===== config.mk =====
export PLATFORM = sky130hd
export DESIGN_NAME = xrw_port
export DESIGN_NICKNAME = d
export VERILOG_FILES = /design/src/rtl/xrw_pkg.sv /design/src/rtl/xrw_cmd_decode.sv /design/src/rtl/xrw_txn_ctrl.sv /design/src/rtl/xrw_port.sv
export SDC_FILE = /design/constraint.sdc
export NUM_CORES = 1
export LEC_CHECK = 0
export BUFFER_PORTS_ARGS = -buffer_cell sky130_fd_sc_hd__buf_2
export CORE_MARGIN = 2
export CORE_UTILIZATION = 47
export CTS_CLUSTER_SIZE = 30
export DETAILED_ROUTE_END_ITERATION = 12
export PLACE_DENSITY = 0.8
export SLEW_MARGIN = 5
export SYNTH_ARGS = -nofsm -noshare
export SYNTH_HDL_FRONTEND = slang
export SYNTH_SLANG_ARGS = --single-unit

===== constraint.sdc =====
create_clock -name clk -period 2.25 [get_ports clk]
set_clock_uncertainty 0.1 [all_clocks]
set_input_delay 0.45 -clock clk [delete_from_list [all_inputs] [get_ports clk]]
set_output_delay 0.45 -clock clk [all_outputs]
set_load 0.01 [all_outputs]

===== src/rtl/xrw_pkg.sv =====
// Shared constants and types for the indirect extended register port.
// Assumes a byte-addressed host bus and a 12-bit word-aligned target space.
package xrw_pkg;
    localparam int XADDR_W = 12;
    localparam int LANES   = 4;
    localparam int WORD_W  = 8 * LANES;

    typedef enum logic [1:0] {
        SPACE_MAC  = 2'd0,
        SPACE_VEC  = 2'd1,
        SPACE_MGMT = 2'd2,
        SPACE_RSVD = 2'd3
    } xrw_space_e;

    typedef struct packed {
        logic               go;
        xrw_space_e         space;
        logic [LANES-1:0]   lanes;
        logic [XADDR_W-1:0] addr;
    } xrw_cmd_t;

    typedef enum logic [1:0] {
        PH_IDLE  = 2'd0,
        PH_ISSUE = 2'd1,
        PH_WAIT  = 2'd2
    } xrw_phase_e;
endpackage


===== src/rtl/xrw_cmd_decode.sv =====
// Splits the used bits of a command word into a typed command.
// The address is forced to a word boundary. No storage, pure logic.
module xrw_cmd_decode
    import xrw_pkg::*;
(
    input  logic [16:0] cmd_bits,   // {word[31], word[17:2]}
    output xrw_cmd_t    cmd
);
    // field split of the command word
    always_comb begin
        cmd.go    = cmd_bits[16];
        cmd.space = xrw_space_e'(cmd_bits[15:14]);
        cmd.lanes = cmd_bits[13:10];
        cmd.addr  = {cmd_bits[9:0], 2'b00};
    end
endmodule


===== src/rtl/xrw_txn_ctrl.sv =====
// Runs one back-end transaction at a time: it issues the request, waits
// for the response and keeps the status bit.
// Assumes the response comes only after the request handshake.
module xrw_txn_ctrl
    import xrw_pkg::*;
(
    input  logic               clk,
    input  logic               rst_n,
    input  logic               launch,
    input  xrw_cmd_t           cmd_in,
    input  logic [WORD_W-1:0]  word_in,
    input  logic               req_ready,
    input  logic               rsp_valid,
    input  logic [WORD_W-1:0]  rsp_rdata,
    output logic               status,
    output xrw_cmd_t           cmd_held,
    output logic               req_valid,
    output logic [XADDR_W-1:0] req_addr,
    output logic [1:0]         req_space,
    output logic [LANES-1:0]   req_be,
    output logic               req_write,
    output logic [WORD_W-1:0]  req_wdata,
    output logic               rd_done,
    output logic [WORD_W-1:0]  rd_word
);
    xrw_phase_e phase;
    logic       take;
    logic       done;

    assign take = (phase == PH_IDLE) && launch;
    assign done = (phase == PH_WAIT) && rsp_valid;

    // phase sequencing: idle -> issue -> wait -> idle
    always_ff @(posedge clk) begin
        if (!rst_n) begin
            phase <= PH_IDLE;
        end else begin
            case (phase)
                PH_IDLE:  if (launch)    phase <= PH_ISSUE;
                PH_ISSUE: if (req_ready) phase <= PH_WAIT;
                PH_WAIT:  if (rsp_valid) phase <= PH_IDLE;
                default:                 phase <= PH_IDLE;
            endcase
        end
    end

    // capture the command and the outgoing word at launch
    always_ff @(posedge clk) begin
        if (!rst_n) begin
            cmd_held  <= '0;
            req_wdata <= '0;
        end else if (take) begin
            cmd_held  <= cmd_in;
            req_wdata <= word_in;
        end
    end

    // status bit: set to direction at launch, resolved on response
    always_ff @(posedge clk) begin
        if (!rst_n)    status <= 1'b0;
        else if (take) status <= cmd_in.go;
        else if (done) status <= ~cmd_held.go;
    end

    // request outputs derived from the held command
    always_comb begin
        req_valid = (phase == PH_ISSUE);
        req_addr  = cmd_held.addr;
        req_space = cmd_held.space;
        req_write = cmd_held.go;
        req_be    = cmd_held.go ? cmd_held.lanes : {LANES{1'b1}};
        rd_done   = done && !cmd_held.go;
        rd_word   = rsp_rdata;
    end

    AST_REQ_HOLD: assert property (@(posedge clk) disable iff (!rst_n)
        req_valid && !req_ready |=> req_valid && $stable(req_addr) && $stable(req_wdata)
                                    && $stable(req_be) && $stable(req_write));
    AST_BUSY_CMD_IGNORED: assert property (@(posedge clk) disable iff (!rst_n)
        (phase != PH_IDLE) && launch |=> $stable(cmd_held));
    AST_WR_STATUS_SET: assert property (@(posedge clk) disable iff (!rst_n)
        req_valid && req_write |-> status);
    AST_RD_ALL_LANES: assert property (@(posedge clk) disable iff (!rst_n)
        req_valid && !req_write |-> req_be == {LANES{1'b1}} && !status);
    AST_ALIGNED: assert property (@(posedge clk) disable iff (!rst_n)
        req_valid |-> req_addr[1:0] == 2'b00);
    AST_RD_READY: assert property (@(posedge clk) disable iff (!rst_n)
        rd_done |=> status && (phase == PH_IDLE));
endmodule


===== src/rtl/xrw_port.sv =====
// Host-facing top of the indirect extended register port. It holds the data
// register, decodes host writes and muxes host reads.
// Assumes a single-cycle host write strobe and combinational host reads.
module xrw_port
    import xrw_pkg::*;
#(
    parameter int HOST_AW  = 8,
    parameter int DATA_OFS = 'h70,
    parameter int CMD_OFS  = 'h74
) (
    input  logic               clk,
    input  logic               rst_n,
    input  logic               hst_wr,
    input  logic [HOST_AW-1:0] hst_waddr,
    input  logic [31:0]        hst_wdata,
    input  logic [HOST_AW-1:0] hst_raddr,
    output logic [31:0]        hst_rdata,
    output logic               req_valid,
    input  logic               req_ready,
    output logic [11:0]        req_addr,
    output logic [1:0]         req_space,
    output logic [3:0]         req_be,
    output logic               req_write,
    output logic [31:0]        req_wdata,
    input  logic               rsp_valid,
    input  logic [31:0]        rsp_rdata
);
    localparam logic [HOST_AW-1:0] DATA_SEL = HOST_AW'(DATA_OFS);
    localparam logic [HOST_AW-1:0] CMD_SEL  = HOST_AW'(CMD_OFS);

    logic [WORD_W-1:0] data_q;
    logic              data_wr;
    logic              cmd_wr;
    xrw_cmd_t          cmd_dec;
    xrw_cmd_t          cmd_held;
    logic              status;
    logic              rd_done;
    logic [WORD_W-1:0] rd_word;

    assign data_wr = hst_wr && (hst_waddr == DATA_SEL);
    assign cmd_wr  = hst_wr && (hst_waddr == CMD_SEL);

    xrw_cmd_decode u_dec (
        .cmd_bits ({hst_wdata[31], hst_wdata[17:2]}),
        .cmd      (cmd_dec)
    );

    xrw_txn_ctrl u_ctrl (
        .clk       (clk),
        .rst_n     (rst_n),
        .launch    (cmd_wr),
        .cmd_in    (cmd_dec),
        .word_in   (data_q),
        .req_ready (req_ready),
        .rsp_valid (rsp_valid),
        .rsp_rdata (rsp_rdata),
        .status    (status),
        .cmd_held  (cmd_held),
        .req_valid (req_valid),
        .req_addr  (req_addr),
        .req_space (req_space),
        .req_be    (req_be),
        .req_write (req_write),
        .req_wdata (req_wdata),
        .rd_done   (rd_done),
        .rd_word   (rd_word)
    );

    // data register: read response wins over a host write
    always_ff @(posedge clk) begin
        if (!rst_n)       data_q <= '0;
        else if (rd_done) data_q <= rd_word;
        else if (data_wr) data_q <= hst_wdata;
    end

    // host read mux
    always_comb begin
        if (hst_raddr == DATA_SEL)
            hst_rdata = data_q;
        else if (hst_raddr == CMD_SEL)
            hst_rdata = {status, 13'b0, cmd_held.space, cmd_held.lanes, cmd_held.addr};
        else
            hst_rdata = '0;
    end

    AST_RD_PRECEDENCE: assert property (@(posedge clk) disable iff (!rst_n)
        rd_done && data_wr |=> data_q == $past(rsp_rdata));
    AST_WDATA_KEPT: assert property (@(posedge clk) disable iff (!rst_n)
        req_valid && $past(req_valid) |-> $stable(req_wdata));
endmodule


* Word-level counts from Yosys, hierarchy flattened *
Cells that the tools add are included.

storage, ports and cells
  flip-flop bits (word level) = 84
  bits in latches = 0
  RAM bits = 0
  bits in read-only memories = 0
  bits of input ports = 85
  output and inout bits = 84
  logic and storage cells = 39
  memories = 0

cells by class
  $add $sub $neg = 0
  multiply operators = 0
  div/mod/pow operators = 0
  $lt $le $gt $ge = 0
  eq/ne operators = 9
  shifts and indexed selects = 0
  mux-type cells = 11
  bitwise gates (word level) = 1
  reductions and logical operators = 10

operator list
  operator              number
  $mux W32              4
  $eq A8 B7 Y1 const B  4
  $mux W2               3
  $pmux W2 S3           1
  $logic_and A1 B1 Y1   5
  $mux W4               1
  $ne A2 B1 Y1 const B  2
  $reduce_bool A2 Y1    2
  $reduce_and A3 Y1     1
  $eq A2 B1 Y1 const B  1
  $eq A2 B2 Y1 const B  1
  $logic_not A2 Y1      1
  $mux W1               2
  $ne A2 B2 Y1 const B  1
  $logic_not A1 Y1      1
  $not A1 Y1            1

* Depth between registers and ports, before layout *
Gate-level depths: netlist of run 1.

  word-level depth = 4
  gate-level depth with buffers = 7
  mapped depth without buffers = 4

* By module *
A second synthesis of run 1 with hierarchy kept.

unflattened totals
  cell total of the unflattened synthesis = 604
  area total of the unflattened synthesis = 5290.1 sq um

modules (own cells, without submodules)
  module          instances  cells each  area each (sq um)
  xrw_port        1          293         2660.1
  xrw_txn_ctrl    1          291         2483.6
  xrw_cmd_decode  1          20          146.4

* Worst setup path after synthesis of run 1 *
OpenSTA, ideal clock, no wires.

  path kind = in2out
  start = in hst_raddr[3]
  end = out hst_rdata[10]
  arrival = 1.690 ns
  data required time = 1.700 ns
  slack = 0.010 ns
  cell stages on the path = 5
  path buffers = 1
  path through = nor4b_1 > nand4b_1 > nor2_1 > clkbuf_1 > a22o_1

between the ends
  longest elaborated chain between the ends = 3
  elaborated cells between the ends (all ways) = 4
  classes of those cells = 2 x eq/ne; 2 x mux

RTL lines
  element             RTL line        text
  start: declaration  xrw_port.sv:16  input logic [HOST_AW-1:0] hst_raddr,
  $eq A8 B7 Y1        xrw_port.sv:80  else if (hst_raddr == CMD_SEL)
  $mux W32            xrw_port.sv:80
  $mux W32 *          xrw_port.sv:78  if (hst_raddr == DATA_SEL)
  end: declaration    xrw_port.sv:17  output logic [31:0] hst_rdata,

Mark *: on every way between the ends. The rest lies on a longest branch, timed or not.

* Worst setup path after layout of run 1 *
  start = in hst_raddr[3]
  end = out hst_rdata[16]

Same word-level chain as after synthesis.

==> results.cfg, run 1 <==
[grt]
grt_pass1_wl_um = 16000
grt_max_degree = 56
grt-ovfl-total = 0
grt_pass1_vias = 3369
grt_usage = 0.232
antenna_found_initial = 0

[floorplan]
pin_count = 169
die_w_um = 93.2
placementRows = 32
coreArea_um2 = 7730
die_area_um2 = 8680
die_h_um = 93.2
initial_core_util = 0.484

[finish]
drive_above_1_share = 0.350
diodes = 0
finalCoreUtilization = 0.636
fillers = 655
area_delta_synth_final_pct = 31.4
nNetsFinal = 668

[drt]
wl_per_cell_um = 15.0
drt_iter0_drc = 161
vias_per_cell = 5.45
dr_total_vias = 3761
wl_um = 10400
ant_nets = 0
drc = 0
firstDrtPassIters = 5

[logic_synthesis]
ys.flop_type = dfxtp_1
synth.most_common_cell = nand3_1
synth.top_cells.by_area = dfxtp_1 45%, nand3_1 13%, nand2_1 6.2%, mux2i_1 4.3%, a22o_1 4.2%
synth_edf_count = 0
syn_avg_cell_area_um2 = 8.49
syn_inst = 440
synth_top_area_frac = 0.450
synthTopCellsByCount = 100 x nand3_1, 84 x dfxtp_1, 62 x nand2_1
synth_seq_cells = 84
synth_top_area_cell = dfxtp_1
netlist_area_um2 = 3740
synth_warnings = 0
async_flop_share = 0
synth.distinct_cells = 37
ys_seq_area_frac = 0.450

[setup_path]
critPathLaunchType = primary input
required_ns = 1.70
critical_path_class = primary input to primary output
critPathCaptureType = primary output
worstPathArrival_ns = 1.66
cp_max_fo = 32
crit_path_start = hst_raddr[3]
timing.rr.start = u_ctrl.phase[1]
rrSetupSlack_ns = 0.35

[min_path]
hp-class = primary input to flip-flop
hold_start = hst_wdata[17]

[sta]
whs_ns = 0.236
hold_violations = 0
post-route-period-util = 0.981
grt_setup_unrepaired = true
fin_crit_ns = 2.21
setup_viol = 0
max_freq_mhz = 453
layout_setup_ws_ns = 0.0424
slew_viol_final = 0

[clock_network]
cts_sinks = 84
holdBufCountCts = 0
cts_tree = built
insertion_delay_ns = 0.34
root_buffer = clkbuf_8
htreeDepth = 3
numCtsBuffers = 9
clk_pin_slew_ns = 0.09
clockBufferDepth = 2

[run]
drv_cap = 0

[power_and_ir_drop]
p_total_mw = 2.82
p_leak_nw = 2.52
ir_drop_mv = 0.350
powerDensity_nw_per_um2 = 574

[run_status]
status = complete, no violations

[placed_design]
place_congestion = 0.819
pre_cts_ws_ns = -0.00225
hpwl_um = 7360
io_buffers = 166
==> power breakdown <==
group | internal [mW] | total, mW | switching (mW)
Combinational | 0.0816 | 0.164 | 0.0827
Clock | 0.655 | 1.17 | 0.514
Sequential | 1.49 | 1.49 | 0.00120
==> repair_timing <==
action | in CTS | in global routing
setup endpoints to repair | 8 | 27
setup buffers | 0 | 0
gates resized for setup | 1 | 3
==> layout make-up <==
| class | count | area (um^2) | share of cell area |
|---|---|---|---|
| Clock buffer | 12 | 145 | 0.0296 |
| Clock inverter | 4 | 72.6 | 0.0148 |
| Inverter | 1 | 3.75 | 0.000764 |
| Multi-Input combinational cell | 303 | 1820 | 0.371 |
| Sequential cell | 84 | 1680 | 0.342 |
| Tap cell | 102 | 128 | 0.0260 |
| Timing Repair Buffer | 184 | 1060 | 0.215 |
==> final timing paths <==
path / to / cells after the start
worst min-delay path: u_ctrl.req_space[1] / 3
worst max-delay path: hst_rdata[16] / 7
worst max register to register: data_q[21] / 6
worst min register to register: u_ctrl.req_wdata[12] / 2
==> state kept, by name (all words and copies together) (netlist names) <==
register and count:
data_q 32, u_ctrl.cmd_held 4, u_ctrl.phase 2, u_ctrl.req_addr 10, u_ctrl.req_space 2, u_ctrl.req_wdata 32
u_ctrl.req_write 1, u_ctrl.status 1
==> layer usage <==
metal	track usage	up-vias	wire (um)
li1	-	1831	-
met1	0.280	1749	4370
met2	0.404	163	5050
met3	0.0500	18	739
met4	0.0882	0	189
met5	0	-	0
==> logic make-up after synthesis <==
| family | share of synthesized area |
|---|---|
| and+or+nand+nor | 0.279 |
| DFF | 0.450 |
| AOI/OAI and AO/OA | 0.153 |
| buffers and inverters | 0.0743 |
| muxes | 0.0429 |
| other | 0.00100 |
==> critical path: stages <==
cell,delay (ns)
buf_6,0.10
nor4b_4,0.26
nand4b_1,0.16
nor2_2,0.17
buf_12,0.20
a22o_1,0.17
buf_2,0.13
==> stage by stage <==
| step | instance area [um^2] | instances | TNS [ns] |
|---|---|---|---|
| 3_3_place_gp | 4670 | 674 | 0 |
| 3_5_place_dp | 4670 | 674 | -0.00225 |
| 5_1_grt | 4910 | 690 | -0.378 |
| 4_1_cts | 4890 | 690 | 0 |
| 6_report | 4910 | 690 | 0 |
| 2_1_floorplan | 3740 | 441 | 0 |
==> layout by cell type, fill, tap and decap left out, drive strengths merged, types with 2 or more instances in the layout <==
cell type,instances
a222oi,5
mux2i,16
and2,16
nor4b,2
dfxtp,84
o21ai,15
a21oi,15
a22o,18
clkbuf,12
nand3,100
conb,2
buf,184
nor2,4
bufinv,2
nand2b,4
nand4b,2
nand2,62
nor2b,6
a22oi,12
a21boi,12
No activity file was read; power rests on OpenSTA's default activity.
==> run 2, diff against run 1 <==
Settings changed: SETUP_SLACK_MARGIN set to 0.05.
==> results.cfg, run 2 (same netlist as run 1, synthesis figures left out) <==
[run_status]
status = complete, no violations

[clock_network]
holdBufCountCts = 0
htreeDepth = 3
cts_sinks = 84
postCtsSetupBuffers = 0
clockBufferDepth = 2
numCtsBuffers = 9
root_buffer = clkbuf_8
cts_tree = built
clk_pin_slew_ns = 0.08
insertion_delay_ns = 0.34

[finish]
fin_area_um2 = 4930
drive_above_1_share = 0.355
nNetsFinal = 669
area_delta_synth_final_pct = 31.8
layout_common_cells = 163 x buf_2, 100 x nand3_1, 84 x dfxtp_1
final_cells = 691
mostFrequentLayoutCell = buf_2
diodes = 0
fillers = 688

[sta]
layout_setup_ws_ns = 0.0102
post-route-period-util = 0.995
maxSlewHeadroom = 0.643
fin_crit_ns = 2.24
slew_viol_final = 0
grt_setup_unrepaired = true
worstMarginPinSlew_ns = 0.528
max_freq_mhz = 446
hold_violations = 0
setup_viol = 0

[power_and_ir_drop]
powerDensity_nw_per_um2 = 573
p_sw_mw = 0.595
p_comb_frac = 0.057
power.share.clock = 0.416
switching_share = 0.211
seqPwrFrac = 0.527
ir_drop_mv = 0.324
power.internal_mw = 2.23
p_leak_nw = 2.53
p_total_mw = 2.82

[setup_path]
worstPathArrival_ns = 1.69
timing.critical_path.to = hst_rdata[31]
cp_max_fo = 32
crit_path_start = hst_raddr[3]
critical_path_class = primary input to primary output
cp_cell_sequence = buf_6 > nor4b_4 > nand4b_1 > nor2_2 > buf_12 > a22o_1 > buf_2
required_ns = 1.70
critPathCaptureType = primary output
critPathLaunchType = primary input
reg2reg_to = data_q[16]
path_depth = 7
critPathMaxStageDelay_ns = 0.25
slowest_stage = nor4b_4
path_buf_inv = 3
path_delay_family = simple AND/OR/NAND/NOR gates
r2r_cells = 4
timing.rr.start = u_ctrl.phase[1]
rrSetupSlack_ns = 0.40

[drt]
dr_total_vias = 3728
firstDrtPassIters = 6
drc = 0
ant_nets = 0
wl_per_cell_um = 15.0
wl_um = 10400
vias_per_cell = 5.40
drt_iter0_drc = 158

[floorplan]
die_w_um = 93.2
coreArea_um2 = 7730
die_area_um2 = 8680
initial_core_util = 0.484
die_h_um = 93.2
pin_count = 169
placementRows = 32

[min_path]
hp-class = primary input to flip-flop

[run]
drv_cap = 0

[grt]
grt_max_degree = 56
antenna_found_initial = 0
grt_usage = 0.239
grt_pass1_wl_um = 16500
grt_pass1_vias = 3469
grt-ovfl-total = 0

[placed_design]
dp.cells = 675
pre_cts_ws_ns = -0.00895
io_buffers = 166
place_congestion = 0.799
hpwl_um = 7410
placed_area_um2 = 4680
[run 2: cell count changes in the layout (fill, tap and decap cells not counted)]
| cell | change |
|---|---|
| inv_6 | +1 |
| clkbuf_1 | -1 |
| nor2_2 | +1 |
| nor2_1 | -1 |
| buf_4 | +1 |
| clkinvlp_4 | -1 |
| clkinv_4 | +1 |
[run 2: timing repair]
item,CTS,global route
setup endpoints to repair,32,32
endpoints found under the hold margin,0,0
resized for setup,3,1
[run 2: power by group through the flow]
stage / sequential (mW) / clock, mW / combinational (mW)
after floorplan: 1.52 / 0 / 0.0589
after global placement: 1.52 / 0 / 0.153
after detailed placement: 1.52 / 0 / 0.156
after CTS: 1.49 / 1.21 / 0.159
after global routing: 1.49 / 1.27 / 0.177
final: 1.49 / 1.17 / 0.162
[run 2: metal layers]
layer | global-route usage | share of wire
met3 | 0.0524 | 0.074
met4 | 0.0699 | 0.014
met2 | 0.418 | 0.49
met5 | 0 | 0
met1 | 0.295 | 0.42
[run 2: through the flow]
stage          hold WS (ns)   util  TNS, ns
6_report              0.243  0.638        0
5_1_grt               0.232  0.638    -1.36
4_1_cts               0.227  0.636        0
3_5_place_dp          0.340  0.605  -0.0190
3_3_place_gp          0.334  0.605        0
2_1_floorplan         0.337      -        0
[run 2: worst min-delay path, delay by kind of cell]
kind	cells	cell delay, ns
buf+inv	1	0.09
simple gates	2	0.12
[run 2: area by class of cell]
type | count | area [um^2] | area share
Multi-Input combinational cell | 303 | 1830 | 0.371
Sequential cell | 84 | 1680 | 0.341
Timing Repair Buffer | 185 | 1060 | 0.216
Clock buffer | 11 | 141 | 0.0287
Tap cell | 102 | 128 | 0.0259
Clock inverter | 5 | 82.6 | 0.0168
Inverter | 1 | 3.75 | 0.000762
[run 2: how the worst min path moves through the flow]
stage | from | slack [ns] | endpoint | depth (start not counted)
floorplan | u_ctrl.cmd_held[12] | 0.34 | u_ctrl.cmd_held[12] | 2
CTS | hst_wdata[10] | 0.23 | u_ctrl.req_addr[10] | 3
global route | hst_wdata[8] | 0.23 | u_ctrl.req_addr[8] | 3
finish | hst_wdata[8] | 0.24 | u_ctrl.req_addr[8] | 3
detailed placement | u_ctrl.req_wdata[22] | 0.34 | u_ctrl.req_wdata[22] | 2
global placement | u_ctrl.req_wdata[1] | 0.33 | u_ctrl.req_wdata[1] | 2
==> run 3, diff against run 2 <==
Settings changed: SETUP_SLACK_MARGIN 0.05 to 0.3.
==> results.cfg, run 3 (same netlist as run 1, synthesis figures left out) <==
[run_status]
status = complete, no violations

[power_and_ir_drop]
ir_drop_mv = 0.356
powerDensity_nw_per_um2 = 572
p_leak_nw = 2.55

[clock_network]
htreeDepth = 3
insertion_delay_ns = 0.34
root_buffer = clkbuf_8
clk_pin_slew_ns = 0.09
clockBufferDepth = 2
cts_tree = built
numCtsBuffers = 9
cts_sinks = 84

[finish]
nNetsFinal = 671
layout_common_cells = 163 x buf_2, 100 x nand3_1, 84 x dfxtp_1
drive_above_1_share = 0.365
diodes = 0
mostFrequentLayoutCell = buf_2
area_delta_synth_final_pct = 32.8
fillers = 667

[floorplan]
pin_count = 169
placementRows = 32
initial_core_util = 0.484
die_w_um = 93.2
die_area_um2 = 8680
coreArea_um2 = 7730
die_h_um = 93.2

[setup_path]
rrSetupSlack_ns = 0.41
r2r_cells = 6
critPathMaxStageDelay_ns = 0.25
critical_path_class = primary input to primary output
path_delay_family = buffers and inverters
critPathLaunchType = primary input
slowest_stage = nor4b_4
worstPathArrival_ns = 1.70
cp_max_fo = 17
reg2reg_to = data_q[19]
timing.critical_path.to = hst_rdata[31]
path_depth = 8
critPathCaptureType = primary output
cp_cell_sequence = buf_6 > nor4b_4 > nand4b_1 > buf_4 > nor2_4 > buf_12 > a22o_1 > buf_2
crit_path_start = hst_raddr[3]
timing.rr.start = u_ctrl.phase[1]
path_buf_inv = 4
required_ns = 1.70

[sta]
hold_violations = 0
setup_viol = 0
layout_setup_ws_ns = 0.00231
whs_ns = 0.231
grt_setup_unrepaired = true
fin_crit_ns = 2.25
max_freq_mhz = 445
slew_viol_final = 0
post-route-period-util = 0.999

[drt]
wl_per_cell_um = 15.1
ant_nets = 0
firstDrtPassIters = 4
drt_iter0_drc = 212
drc = 0
vias_per_cell = 5.35
dr_total_vias = 3710
wl_um = 10500

[min_path]
hp-class = primary input to flip-flop

[placed_design]
place_congestion = 0.769
pre_cts_ws_ns = 0.00727
hpwl_um = 7380
io_buffers = 166

[grt]
grt_usage = 0.244
grt_pass1_vias = 3500
grt_pass1_wl_um = 16900
grt_max_degree = 62
antenna_found_initial = 0
grt-ovfl-total = 0

[run]
drv_cap = 0
-- run 3: area by class of cell --
class | count | area, um^2 | area share
flip-flops and latches | 84 | 1680 | 0.339
clock inverters | 5 | 85.1 | 0.0171
clock buffers | 11 | 141 | 0.0285
multi-input cells | 303 | 1840 | 0.372
repair buffers | 187 | 1080 | 0.217
well taps | 102 | 128 | 0.0257
inverters | 1 | 3.75 | 0.000756
-- run 3: repair_timing --
action / CTS / global route
pin swaps: 1 / 0
setup endpoints to repair: 32 / 32
resized for setup: 0 / 2
hold buffers: 0 / 0
setup buffers: 0 / 0
-- run 3: routing by layer --
layer	GRT usage	share of wire	vias to the layer above
li1	-	-	1836
met3	0.0492	0.087	13
met2	0.423	0.49	166
met4	0.0637	0.013	0
met5	0	0	-
met1	0.309	0.41	1695
-- run 3: worst min-delay path by stage --
stage | cells past startpoint | from | endpoint
3_5_place_dp | 2 | u_ctrl.req_wdata[14] | u_ctrl.req_wdata[14]
3_3_place_gp | 2 | u_ctrl.req_wdata[10] | u_ctrl.req_wdata[10]
4_1_cts | 3 | hst_wdata[6] | u_ctrl.req_addr[6]
6_report | 3 | hst_wdata[9] | u_ctrl.req_addr[9]
5_1_grt | 3 | hst_wdata[13] | u_ctrl.cmd_held[13]
2_1_floorplan | 2 | u_ctrl.cmd_held[12] | u_ctrl.cmd_held[12]
-- run 3: per-stage QoR --
step           area [um^2]  instances  power [mW]  setup TNS, ns  utilization
3_3_place_gp          4720        677        1.68              0        0.611
5_1_grt               4960        693        2.94         -0.825        0.642
2_1_floorplan         3800        441        1.58              0            -
4_1_cts               4950        693        2.86              0        0.641
3_5_place_dp          4720        677        1.68              0        0.611
6_report              4960        693        2.84              0        0.642
-- run 3: worst reg2reg max path, delay by kind of cell, from the launching register on --
| family | cells | cell delay (ns) |
|---|---|---|
| AOI/OAI and AO/OA | 3 | 0.35 |
| buffers and inverters | 2 | 0.40 |
| DFF | 1 | 0.43 |
| and+or+nand+nor | 1 | 0.51 |
-- run 3: power by group --
| group | internal [mW] | total (mW) | switching (mW) |
|---|---|---|---|
| Combinational | 0.0795 | 0.160 | 0.0806 |
| Clock | 0.660 | 1.19 | 0.531 |
| Sequential | 1.49 | 1.49 | 0.00126 |
| Total | 2.23 | 2.84 | 0.613 |
